--- src/rtl/wdtk_pkg.sv ---
package wdtk_pkg;
    localparam int unsigned BUS_W  = 32;
    localparam int unsigned ADDR_W = 6;

    localparam logic [ADDR_W-1:0] A_TMO_LO   = 6'h00;
    localparam logic [ADDR_W-1:0] A_TMO_HI   = 6'h04;
    localparam logic [ADDR_W-1:0] A_CFG      = 6'h08;
    localparam logic [ADDR_W-1:0] A_ACK      = 6'h0C;
    localparam logic [ADDR_W-1:0] A_STAT     = 6'h10;
    localparam logic [ADDR_W-1:0] A_HIDE     = 6'h14;
    localparam logic [ADDR_W-1:0] A_CUR_LO   = 6'h18;
    localparam logic [ADDR_W-1:0] A_CUR_HI   = 6'h1C;
    localparam logic [ADDR_W-1:0] A_KEY      = 6'h20;
    localparam logic [ADDR_W-1:0] A_EARLY_LO = 6'h2C;
    localparam logic [ADDR_W-1:0] A_EARLY_HI = 6'h30;

    localparam int unsigned CFG_IRQ_EN = 0;
    localparam int unsigned CFG_RUN    = 1;
    localparam int unsigned CFG_MODE   = 2;
    localparam int unsigned CFG_RST_EN = 3;
    localparam int unsigned CFG_W      = 4;

    localparam int unsigned ST_WARN = 0;
    localparam int unsigned ST_EXP  = 3;
    localparam int unsigned ST_BUSY = 4;

    typedef enum logic [1:0] {
        LD_IDLE,
        LD_SETTLE,
        LD_COMMIT
    } ld_state_t;
endpackage

--- src/rtl/wdtk_loadseq.sv ---
module wdtk_loadseq
    import wdtk_pkg::*;
#(
    parameter int unsigned SETTLE_TICKS = 2
) (
    input  logic clk,
    input  logic rst_n,
    input  logic load_wr,
    input  logic tick,
    output logic busy,
    output logic commit
);
    localparam int unsigned TW = $clog2(SETTLE_TICKS + 1);

    ld_state_t       state_q, state_d;
    logic [TW-1:0]   tally_q, tally_d;

    always_comb begin
        state_d = state_q;
        tally_d = tally_q;
        unique case (state_q)
            LD_IDLE: begin
                if (load_wr) begin
                    state_d = LD_SETTLE;
                    tally_d = '0;
                end
            end
            LD_SETTLE: begin
                if (load_wr) begin
                    tally_d = '0;
                end else if (tick) begin
                    if (tally_q == TW'(SETTLE_TICKS - 1)) begin
                        state_d = LD_COMMIT;
                    end else begin
                        tally_d = tally_q + 1'b1;
                    end
                end
            end
            LD_COMMIT: begin
                tally_d = '0;
                state_d = load_wr ? LD_SETTLE : LD_IDLE;
            end
            default: state_d = LD_IDLE;
        endcase
    end

    always_ff @(posedge clk or negedge rst_n) begin
        if (!rst_n) begin
            state_q <= LD_IDLE;
            tally_q <= '0;
        end else begin
            state_q <= state_d;
            tally_q <= tally_d;
        end
    end

    always_comb begin
        busy   = 1'b0;
        commit = 1'b0;
        unique case (state_q)
            LD_IDLE:   busy = 1'b0;
            LD_SETTLE: busy = 1'b1;
            LD_COMMIT: begin
                busy   = 1'b1;
                commit = 1'b1;
            end
            default:   busy = 1'b0;
        endcase
    end

    AST_BUSY_AFTER_LOAD: assert property (@(posedge clk) disable iff (!rst_n)
        load_wr |=> busy);
    AST_COMMIT_ON_TICK: assert property (@(posedge clk) disable iff (!rst_n)
        $rose(commit) |-> $past(tick));
endmodule

--- src/rtl/wdtk_count.sv ---
module wdtk_count #(
    parameter int unsigned CNT_W = 32
) (
    input  logic             clk,
    input  logic             rst_n,
    input  logic             tick,
    input  logic             run,
    input  logic             commit,
    input  logic [CNT_W-1:0] tmo_val,
    input  logic [CNT_W-1:0] early_val,
    input  logic             clr_warn,
    input  logic             clr_exp,
    output logic [CNT_W-1:0] count,
    output logic             warn,
    output logic             expired
);
    logic [CNT_W-1:0] thresh_q;
    logic             step;
    logic [CNT_W-1:0] next_cnt;
    logic             warn_hit, exp_hit;

    always_comb begin
        step     = !commit && run && tick && (count != '0);
        next_cnt = count - 1'b1;
        warn_hit = step && (next_cnt == thresh_q);
        exp_hit  = step && (next_cnt == '0);
    end

    always_ff @(posedge clk or negedge rst_n) begin
        if (!rst_n) begin
            count    <= '0;
            thresh_q <= '0;
            warn     <= 1'b0;
            expired  <= 1'b0;
        end else begin
            if (commit) begin
                count    <= tmo_val;
                thresh_q <= early_val;
            end else if (step) begin
                count <= next_cnt;
            end
            warn    <= warn_hit || (warn && !clr_warn);
            expired <= exp_hit || (expired && !clr_exp);
        end
    end

    AST_COUNT_STEP: assert property (@(posedge clk) disable iff (!rst_n)
        (!commit && run && tick && count != '0) |=> (count == $past(count) - 1'b1));
    AST_FROZEN: assert property (@(posedge clk) disable iff (!rst_n)
        (!commit && !run) |=> $stable(count));
    AST_EXP_STICKY: assert property (@(posedge clk) disable iff (!rst_n)
        (expired && !clr_exp) |=> expired);
    AST_LOAD_TAKES: assert property (@(posedge clk) disable iff (!rst_n)
        commit |=> (count == $past(tmo_val)));
endmodule

--- src/rtl/wdtk_regs.sv ---
module wdtk_regs
    import wdtk_pkg::*;
#(
    parameter int unsigned    HALF_W = 16,
    parameter logic [15:0]    UNLOCK = 16'hE551
) (
    input  logic                clk,
    input  logic                rst_n,
    input  logic                bus_sel,
    input  logic                bus_wr,
    input  logic [ADDR_W-1:0]   bus_addr,
    input  logic [BUS_W-1:0]    bus_wdata,
    output logic [BUS_W-1:0]    bus_rdata,
    input  logic                busy,
    input  logic [2*HALF_W-1:0] count,
    input  logic                warn,
    input  logic                expired,
    output logic [CFG_W-1:0]    cfg,
    output logic                hide_irq,
    output logic [2*HALF_W-1:0] tmo_val,
    output logic [2*HALF_W-1:0] early_val,
    output logic                load_wr,
    output logic                clr_warn,
    output logic                clr_exp
);
    localparam int unsigned PAD = BUS_W - HALF_W;

    logic              locked;
    logic [HALF_W-1:0] tmo_lo, tmo_hi, early_lo, early_hi;
    logic              wr_any, wr_ok;

    always_comb begin
        wr_any   = bus_sel && bus_wr;
        wr_ok    = wr_any && !locked;
        load_wr  = wr_ok && (bus_addr == A_TMO_LO || bus_addr == A_TMO_HI ||
                             bus_addr == A_EARLY_LO || bus_addr == A_EARLY_HI);
        clr_warn = wr_ok && (bus_addr == A_ACK) && bus_wdata[ST_WARN];
        clr_exp  = wr_ok && (bus_addr == A_ACK) && bus_wdata[ST_EXP];
        tmo_val   = {tmo_hi, tmo_lo};
        early_val = {early_hi, early_lo};
    end

    always_ff @(posedge clk or negedge rst_n) begin
        if (!rst_n) begin
            locked   <= 1'b1;
            cfg      <= '0;
            hide_irq <= 1'b0;
            tmo_lo   <= '0;
            tmo_hi   <= '0;
            early_lo <= '0;
            early_hi <= '0;
        end else begin
            if (wr_any && bus_addr == A_KEY) begin
                if (bus_wdata[15:0] == UNLOCK) begin
                    locked <= 1'b0;
                end else if (bus_wdata == '0) begin
                    locked <= 1'b1;
                end
            end
            if (wr_ok) begin
                unique case (bus_addr)
                    A_TMO_LO:   tmo_lo   <= bus_wdata[HALF_W-1:0];
                    A_TMO_HI:   tmo_hi   <= bus_wdata[HALF_W-1:0];
                    A_EARLY_LO: early_lo <= bus_wdata[HALF_W-1:0];
                    A_EARLY_HI: early_hi <= bus_wdata[HALF_W-1:0];
                    A_CFG:      cfg      <= bus_wdata[CFG_W-1:0];
                    A_HIDE:     hide_irq <= bus_wdata[0];
                    default: ;
                endcase
            end
        end
    end

    always_comb begin
        bus_rdata = '0;
        unique case (bus_addr)
            A_TMO_LO:   bus_rdata = {{PAD{1'b0}}, tmo_lo};
            A_TMO_HI:   bus_rdata = {{PAD{1'b0}}, tmo_hi};
            A_EARLY_LO: bus_rdata = {{PAD{1'b0}}, early_lo};
            A_EARLY_HI: bus_rdata = {{PAD{1'b0}}, early_hi};
            A_CFG:      bus_rdata = {{(BUS_W-CFG_W){1'b0}}, cfg};
            A_HIDE:     bus_rdata = {{(BUS_W-1){1'b0}}, hide_irq};
            A_STAT: begin
                bus_rdata[ST_WARN] = warn;
                bus_rdata[ST_EXP]  = expired;
                bus_rdata[ST_BUSY] = busy;
            end
            A_CUR_LO:   bus_rdata = {{PAD{1'b0}}, count[HALF_W-1:0]};
            A_CUR_HI:   bus_rdata = {{PAD{1'b0}}, count[2*HALF_W-1:HALF_W]};
            A_KEY:      bus_rdata = {{(BUS_W-1){1'b0}}, locked};
            default:    bus_rdata = '0;
        endcase
    end

    AST_LOCKED_CFG: assert property (@(posedge clk) disable iff (!rst_n)
        (locked && bus_sel && bus_wr && bus_addr == A_CFG) |=> $stable(cfg));
    AST_KEY_OPENS: assert property (@(posedge clk) disable iff (!rst_n)
        (bus_sel && bus_wr && bus_addr == A_KEY && bus_wdata[15:0] == UNLOCK) |=> !locked);
    AST_LOCKED_NO_LOAD: assert property (@(posedge clk) disable iff (!rst_n)
        (locked && !busy) |=> !busy || !$past(locked));
endmodule

--- src/rtl/wdtk_watchdog.sv ---
module wdtk_watchdog
    import wdtk_pkg::*;
#(
    parameter int unsigned HALF_W       = 16,
    parameter int unsigned SETTLE_TICKS = 2
) (
    input  logic              clk,
    input  logic              rst_n,
    input  logic              tick,
    input  logic              bus_sel,
    input  logic              bus_wr,
    input  logic [ADDR_W-1:0] bus_addr,
    input  logic [BUS_W-1:0]  bus_wdata,
    output logic [BUS_W-1:0]  bus_rdata,
    output logic              irq_o,
    output logic              rst_req_o
);
    localparam int unsigned CNT_W = 2 * HALF_W;

    logic [CFG_W-1:0] cfg;
    logic             hide_irq, load_wr, clr_warn, clr_exp;
    logic             busy, commit, warn, expired;
    logic [CNT_W-1:0] tmo_val, early_val, count;

    wdtk_regs #(.HALF_W(HALF_W)) u_regs (
        .clk(clk), .rst_n(rst_n), .bus_sel(bus_sel), .bus_wr(bus_wr),
        .bus_addr(bus_addr), .bus_wdata(bus_wdata), .bus_rdata(bus_rdata),
        .busy(busy), .count(count), .warn(warn), .expired(expired),
        .cfg(cfg), .hide_irq(hide_irq), .tmo_val(tmo_val), .early_val(early_val),
        .load_wr(load_wr), .clr_warn(clr_warn), .clr_exp(clr_exp)
    );

    wdtk_loadseq #(.SETTLE_TICKS(SETTLE_TICKS)) u_load (
        .clk(clk), .rst_n(rst_n), .load_wr(load_wr), .tick(tick),
        .busy(busy), .commit(commit)
    );

    wdtk_count #(.CNT_W(CNT_W)) u_count (
        .clk(clk), .rst_n(rst_n), .tick(tick), .run(cfg[CFG_RUN]),
        .commit(commit), .tmo_val(tmo_val), .early_val(early_val),
        .clr_warn(clr_warn), .clr_exp(clr_exp),
        .count(count), .warn(warn), .expired(expired)
    );

    always_comb begin
        irq_o     = warn && cfg[CFG_IRQ_EN] && !hide_irq;
        rst_req_o = expired && cfg[CFG_RST_EN];
    end

    AST_EXP_FROM_ONE: assert property (@(posedge clk) disable iff (!rst_n)
        $rose(expired) |-> ($past(count) == 1 && count == 0));
    AST_WARN_ON_STEP: assert property (@(posedge clk) disable iff (!rst_n)
        $rose(warn) |-> $past(tick));
endmodule

--- config.mk ---
export PLATFORM = sky130hd
export DESIGN_NAME = wdtk_watchdog
export DESIGN_NICKNAME = d
export VERILOG_FILES = /design/src/rtl/wdtk_pkg.sv /design/src/rtl/wdtk_loadseq.sv /design/src/rtl/wdtk_count.sv /design/src/rtl/wdtk_regs.sv /design/src/rtl/wdtk_watchdog.sv
export SDC_FILE = /design/constraint.sdc
export NUM_CORES = 1
export LEC_CHECK = 0
export BUFFER_PORTS_ARGS = -buffer_cell sky130_fd_sc_hd__clkbuf_2
export CAP_MARGIN = 15
export CORE_ASPECT_RATIO = 0.8
export CORE_MARGIN = 8
export CORE_UTILIZATION = 40
export DETAILED_ROUTE_END_ITERATION = 12
export SETUP_SLACK_MARGIN = 0.4
export SLEW_MARGIN = 20
export SYNTH_ARGS = -nofsm -noshare
export SYNTH_HDL_FRONTEND = slang
export SYNTH_SLANG_ARGS = --single-unit
--- constraint.sdc ---
create_clock -name clk -period 6.55 [get_ports clk]
set_clock_uncertainty 0.2 [all_clocks]
set_input_delay 0.3275 -clock clk [delete_from_list [all_inputs] [get_ports clk]]
set_output_delay 0.3275 -clock clk [all_outputs]
set_load 0.02 [all_outputs]
# After elaboration in Yosys (flattened, before gate mapping)
# Index checks and enable logic that the tools add are counted.
[totals]
input_bits = 43
reg_bits = 140
word_cells = 102
[op_classes]
n_eq_ne = 21
n_addsub = 2
n_mux = 21
n_reduce_logical = 45
[ops]
columns = ["operator", "n"]
rows = [
  ["case mux 11 bit (6 select lines)", 1],
  ["zero test 32 bit", 2],
  ["two-way mux 32 bit", 2],
  ["equality test 32 bit", 1],
  ["nonzero test 32 bit", 1],
  ["subtractor 32 x 1 -> 32 bit (second input constant)", 1],
  ["equality test 6 x 5 -> 1 bit (second input constant)", 4],
  ["equality test 6 bit (second input constant)", 3],
  ["logical AND 1 bit", 17],
  ["equality test 16 bit (second input constant)", 1],
  ["two-way mux 2 bit", 8],
  ["case mux 2 bit (8 select lines)", 1],
  ["case mux 2 bit (7 select lines)", 1],
  ["AND reduction 2 bit", 7],
  ["equality test 6 x 4 -> 1 bit (second input constant)", 2],
  ["case mux 2 bit (3 select lines)", 2],
  ["case mux 1 bit (10 select lines)", 1],
  ["AND reduction 4 bit", 2],
  ["equality test 6 x 3 -> 1 bit (second input constant)", 1],
  ["zero test 6 bit", 1],
  ["inequality test 3 x 2 -> 1 bit (second input constant)", 2],
  ["zero test 1 bit", 5],
  ["logical OR 1 bit", 5],
  ["two-way mux 1 bit", 5],
  ["other kinds (9)", 13],
]

# Longest topological paths before layout
[depth]
depth_word = 8
mapped_depth = 11
depth_no_buf = 10

# Hierarchy
# Synthesis repeated with hierarchy kept, for this count alone.
[hier_totals]
hier_cells = 817
hier_area_um2 = 8534.4
[modules_own_cells]
columns = ["mod", "area_per_inst_um2", "cells_per_inst", "instances", "seq_area_each_um2"]
rows = [
  ["wdtk_count", 4463.0, 493, 1, 1651.6],
  ["wdtk_regs", 3714.8, 286, 1, 1752.9],
  ["wdtk_loadseq", 341.6, 36, 1, 100.1],
  ["wdtk_watchdog", 15.0, 2, 1, 0.0],
]

# Worst setup path before layout
# Ideal clock, no wire load.
[synth_path]
kind = "register -> register"
startpoint = "register u_count.count[23]"
endpoint = "register u_count.warn"
period_less_slack_ns = 2.872
setup_time_ns = 0.076
stages_incl_launch_ff = 10
t_arrival_ns = 2.596
setup_slack_ns = 3.678
required_time_ns = 6.274
cell_sequence = "dfrtp_1 -> buf_6 -> or4_4 -> or2_4 -> nor4_4 -> or3b_4 -> mux2i_1 -> nor4_1 -> nand4_1 -> o21ai_1"
[synth_between]
elab_chain_len = 4
elab_cells_between_ends = 6
[synth_rtl]
columns = ["item", "line", "rtl"]
rows = [
  ["from (decl)", "wdtk_count.sv:13", "output logic [CNT_W-1:0] count,"],
  ["from (signal assigned)", "wdtk_count.sv:37", "count <= tmo_val;"],
  ["from (signal assigned)", "wdtk_count.sv:40", "count <= next_cnt;"],
  ["subtractor 32 x 1 -> 32 bit or nonzero test 32 bit (tied branches)", "wdtk_count.sv:24, wdtk_count.sv:23", ""],
  ["equality test 32 bit or logical AND 1 bit (tied branches)", "wdtk_count.sv:25, wdtk_count.sv:23", ""],
  ["logical AND 1 bit *", "wdtk_count.sv:25", "warn_hit = step && (next_cnt == thresh_q);"],
  ["logical OR 1 bit *", "wdtk_count.sv:42", "warn <= warn_hit || (warn && !clr_warn);"],
  ["to (signal assigned)", "wdtk_count.sv:42", ""],
  ["to (decl)", "wdtk_count.sv:14", "output logic warn,"],
]
# Every way passes the cells marked *; elsewhere a longest branch is shown, timed or not.
# A chain may end at the register's enable or synchronous reset.

# Worst setup path in the final report
[layout_path]
startpoint = "register u_count.count[14]"
endpoint = "register u_count.count[27]"
[layout_between]
elab_chain_len = 3
elab_cells_between_ends = 6
[layout_rtl]
columns = ["item", "line"]
rows = [
  ["subtractor 32 x 1 -> 32 bit or nonzero test 32 bit (tied branches)", "wdtk_count.sv:24, wdtk_count.sv:23"],
  ["two-way mux 32 bit or logical AND 1 bit (tied branches)", "wdtk_count.sv:39, wdtk_count.sv:23"],
  ["two-way mux 32 bit or nonzero test 2 bit (tied branches)", "-"],
]
# Several ways; a longest one is shown, not always the timed one. The select of a mux whose other input is x is not followed.

==> results.md <==
- Hold WC Path Type: primary input to register
- Final Util: 45.5%
- Post-synth EDFFs: 0
- WL final: 27100 µm
- Mux cell area share after synthesis: 13.3%
- Ys async rst share: 100%
- WP data required: 6650 ps
- Clk sinks: 140
- Number of global-route vias before repair: 6820
- Synth top area share: 42.3%
- RSZ-0062 raised after global routing: false
- First-pass GRT wire length: 41900 µm
- Synthesis-stage register bit count: 140
- Delay-heaviest family, CP: simple AND/OR/NAND/NOR gates
- Peak Freq: 259 MHz
- Arrival time worst endpoint: 3960 ps
- # diodes: 0
- Core area: 0.0204 mm²
- Worst-margin pin slew: 1080 ps
- Port Buf Inserts: 60
- Worst setup EP type: register
- CTS tree: built
- DRC viols: 0
- Netlist cell types: 68
- Setup Buffers After CTS: 0
- Post-synthesis simple-gate area fraction: 18.7%
- Root cell of the clock tree: clkbuf_16
- Synth-to-Final Area Change: 12.9%
- Final Critical Period: 3860 ps
- CP max FO: 20
- Die Y-Extent: 144 µm
- Hpwl dp: 19500 µm
- Endpoints failing setup: 0
- Routed Antenna Nets: 0
- Synth area leader: dfrtp_1
- Largest cells by area after synthesis: dfrtp_1 42%, mux2_2 13%, xnor2_1 4.6%, a222oi_1 3.2%, nand2_1 2.9%
- Die width: 176 µm
- Synth Area in Compound Gates: 12.5%
- Largest family of logic cells by synthesized area: simple AND/OR/NAND/NOR gates
- Initial Util: 40.3%
- Worst skew pair latency: 430 ps
- Final Net Count: 885
- Top cell by count, worst path: nand3_1
- Drt initial violations: 869
- All-Layer GR Usage: 21.7%
- Gr ovfl total: 0
- H-tree Lvls: 4
- Clock tree buffer depth: 2
- Peak VDD IR: 0.187 mV
- Crit-path cells: nor4_4 > nand3_1 > nor4b_4 > nand2_2 > nand3_1 > o21ai_0 > a221o_1
- Cell Pwr Density: 302 mW/mm²
- Mean Syn Cell Area: 10.3 µm²
- Max_slew headroom: 27.5%
- Max stage delay on crit path: 720 ps
- Cells after synthesis: 802
- TritonCTS Buffers: 17
- Initial antenna violation count: 1
- Min-delay src: bus_wdata[5]
- Yosys warns: 0
- Per-cell routed wire length: 24.2 µm
- Max-Cap Viols: 0
- GP Congestion: 0.987
- Ports: 77
- Startpoint Class: register
- Critical path buffer and inverter count: 0
- DR vias: 6842
- Critical path class: register to register
- Main synth FF type: dfrtp_1
- Critical path origin: u_count.count[14]$_DFFE_PN0P_
- Sequential-to-total area share from yosys stat: 42.6%
- Final hold violation count: 0
- Outcome: finished clean
- Fin. max-slew vios: 0
- FP Rows: 47
- Leak: 4.00 nW
- Setup TNS: 0 ps
- Mean number of vias per cell: 6.13
- Synth Area in Adders: 1.06%
- Clock-pin slew on the worst setup and hold paths: 60 ps
- Drt first pass iters: 5
- Xor/xnor share of the synthesized area: 6.39%
- Die area: 0.0254 mm²
- Period utilization: 58.9%
- Layout cells sized above 1: 26.1%
- Worst reg2reg path startpoint: u_count.count[14]$_DFFE_PN0P_
- Slowest-stage cell, CP: nand3_1
- Cell area after synthesis: 0.00823 mm²
- Largest net degree at the start of global routing: 76
sequential cells by signal (all words and copies together) (netlist names):
| signal | count |
|---|---|
| u_regs.locked | 1 |
| u_count.expired | 1 |
| u_regs.tmo_lo | 16 |
| u_count.warn | 1 |
| u_regs.early_lo | 16 |
| u_regs.cfg | 4 |
| u_load.tally_q | 2 |
| u_regs.hide_irq | 1 |
| u_regs.early_hi | 16 |
| u_count.count | 32 |
| u_load.state_q | 2 |
| u_count.thresh_q | 32 |
| u_regs.tmo_hi | 16 |
worst register-to-register path, cell delays in order (launching register included):
cell and delay [ps]:
dfrtp_1 540, nor4_4 400, nand3_1 500, nor4b_4 540, nand2_2 340, nand3_1 730, o21ai_0 160, a221o_1 330
per-layer routing:
metal / routed length, µm / share of wire [%] / vias to the layer above / track usage, %
li1: - / - / 3024 / -
met1: 12500 / 46 / 3447 / 31.2
met2: 11700 / 43 / 328 / 31.9
met3: 2260 / 8.4 / 41 / 4.78
met4: 571 / 2.1 / 2 / 6.98
met5: 13 / 0.048 / - / 0
per-stage QoR:
step                setup slack, ps  std cells  total power (W)  cell area (µm²)  hold WS (ps)
floorplan                      3680        817          0.00158             8280          -168
global placement               2910       1083          0.00175             8630           170
detailed placement             2780       1083          0.00176             8630           168
CTS                            2750       1117          0.00281             9280          1.65
global route                   2400       1117          0.00293             9290          15.8
finish                         2690       1117          0.00280             9290          23.0
cells by family after synthesis:
group,count (synthesis)
and+or+nand+nor,267
other,1
DFF,140
xor gates and xnor gates,60
muxes,98
adders and majority gates,7
AOI/OAI and AO/OA,143
buffers and inverters,86
cell type report:
class,instances,area [µm²]
Fill cell,1929,11100
Tap cell,269,337
Inverter,13,48.8
Clock inverter,13,188
Clock buffer,19,443
Sequential cell,140,3500
Timing Repair Buffer,72,402
Multi-Input combinational cell,591,4360
cell usage in the layout (no fill, tap or decap), drive strengths merged, types with 4 or more instances in the layout:
master / count
a311oi: 10
xnor2: 43
clkinv: 6
a221o: 7
nor4: 27
nor3: 31
inv: 16
nand3: 37
xor2: 17
ha: 7
nand4: 16
or4: 4
o21ai: 49
or3: 5
a222oi: 26
a21oi: 16
nand2b: 9
nor3b: 9
clkbuf: 78
nor4b: 4
nand2: 64
dfrtp: 139
bufinv: 4
mux2: 93
a22oi: 8
mux2i: 5
nor2: 46
conb: 16
buf: 11
worst paths after layout:
check	to	slack (ps)	cells past startpoint
min in group asynchronous	u_regs.tmo_hi[0]$_DFFE_PN0P_	280	2
max	u_count.count[27]$_DFFE_PN0P_	2690	7
max in group asynchronous	u_regs.early_lo[9]$_DFFE_PN0P_	4430	3
min	u_regs.tmo_lo[5]$_DFFE_PN0P_	20	2
min reg2reg	u_load.tally_q[1]$_DFFE_PN0P_	290	2
max reg2reg	u_count.count[27]$_DFFE_PN0P_	2690	7
power by group:
group / total, W / switching [W] / internal [W]
Clock: 0.00104 / 0.000392 / 0.000651
Combinational: 0.000550 / 0.000305 / 0.000246
Sequential: 0.00121 / 0.000237 / 0.000973
cell usage after synthesis (5+ instances only):
master and n:
xnor2_1 43, or3_1 5, nand3_1 37, a311oi_1 10
a22oi_1 8, mux2_2 93, clkbuf_1 34, buf_2 14
ha_1 7, nor4_1 17, inv_1 13, o21ai_1 5
a222oi_1 26, mux2i_1 5, nor4_4 6, nor2_1 46
a221o_1 7, dfrtp_1 139, nor3b_1 9, nand2b_1 9
o21ai_0 44, buf_4 18, nand4_1 15, nand2_1 63
a21oi_1 16, nor3_1 29, xor2_1 17
repair_timing:
| item | in CTS | in global routing |
|---|---|---|
| resized for setup | 0 | 0 |
| setup endpoints to repair | 0 | 0 |
| hold endpoints to repair | 66 | 0 |
| hold buffers | 2 | 0 |
Power figures use the tool's default switching activity.
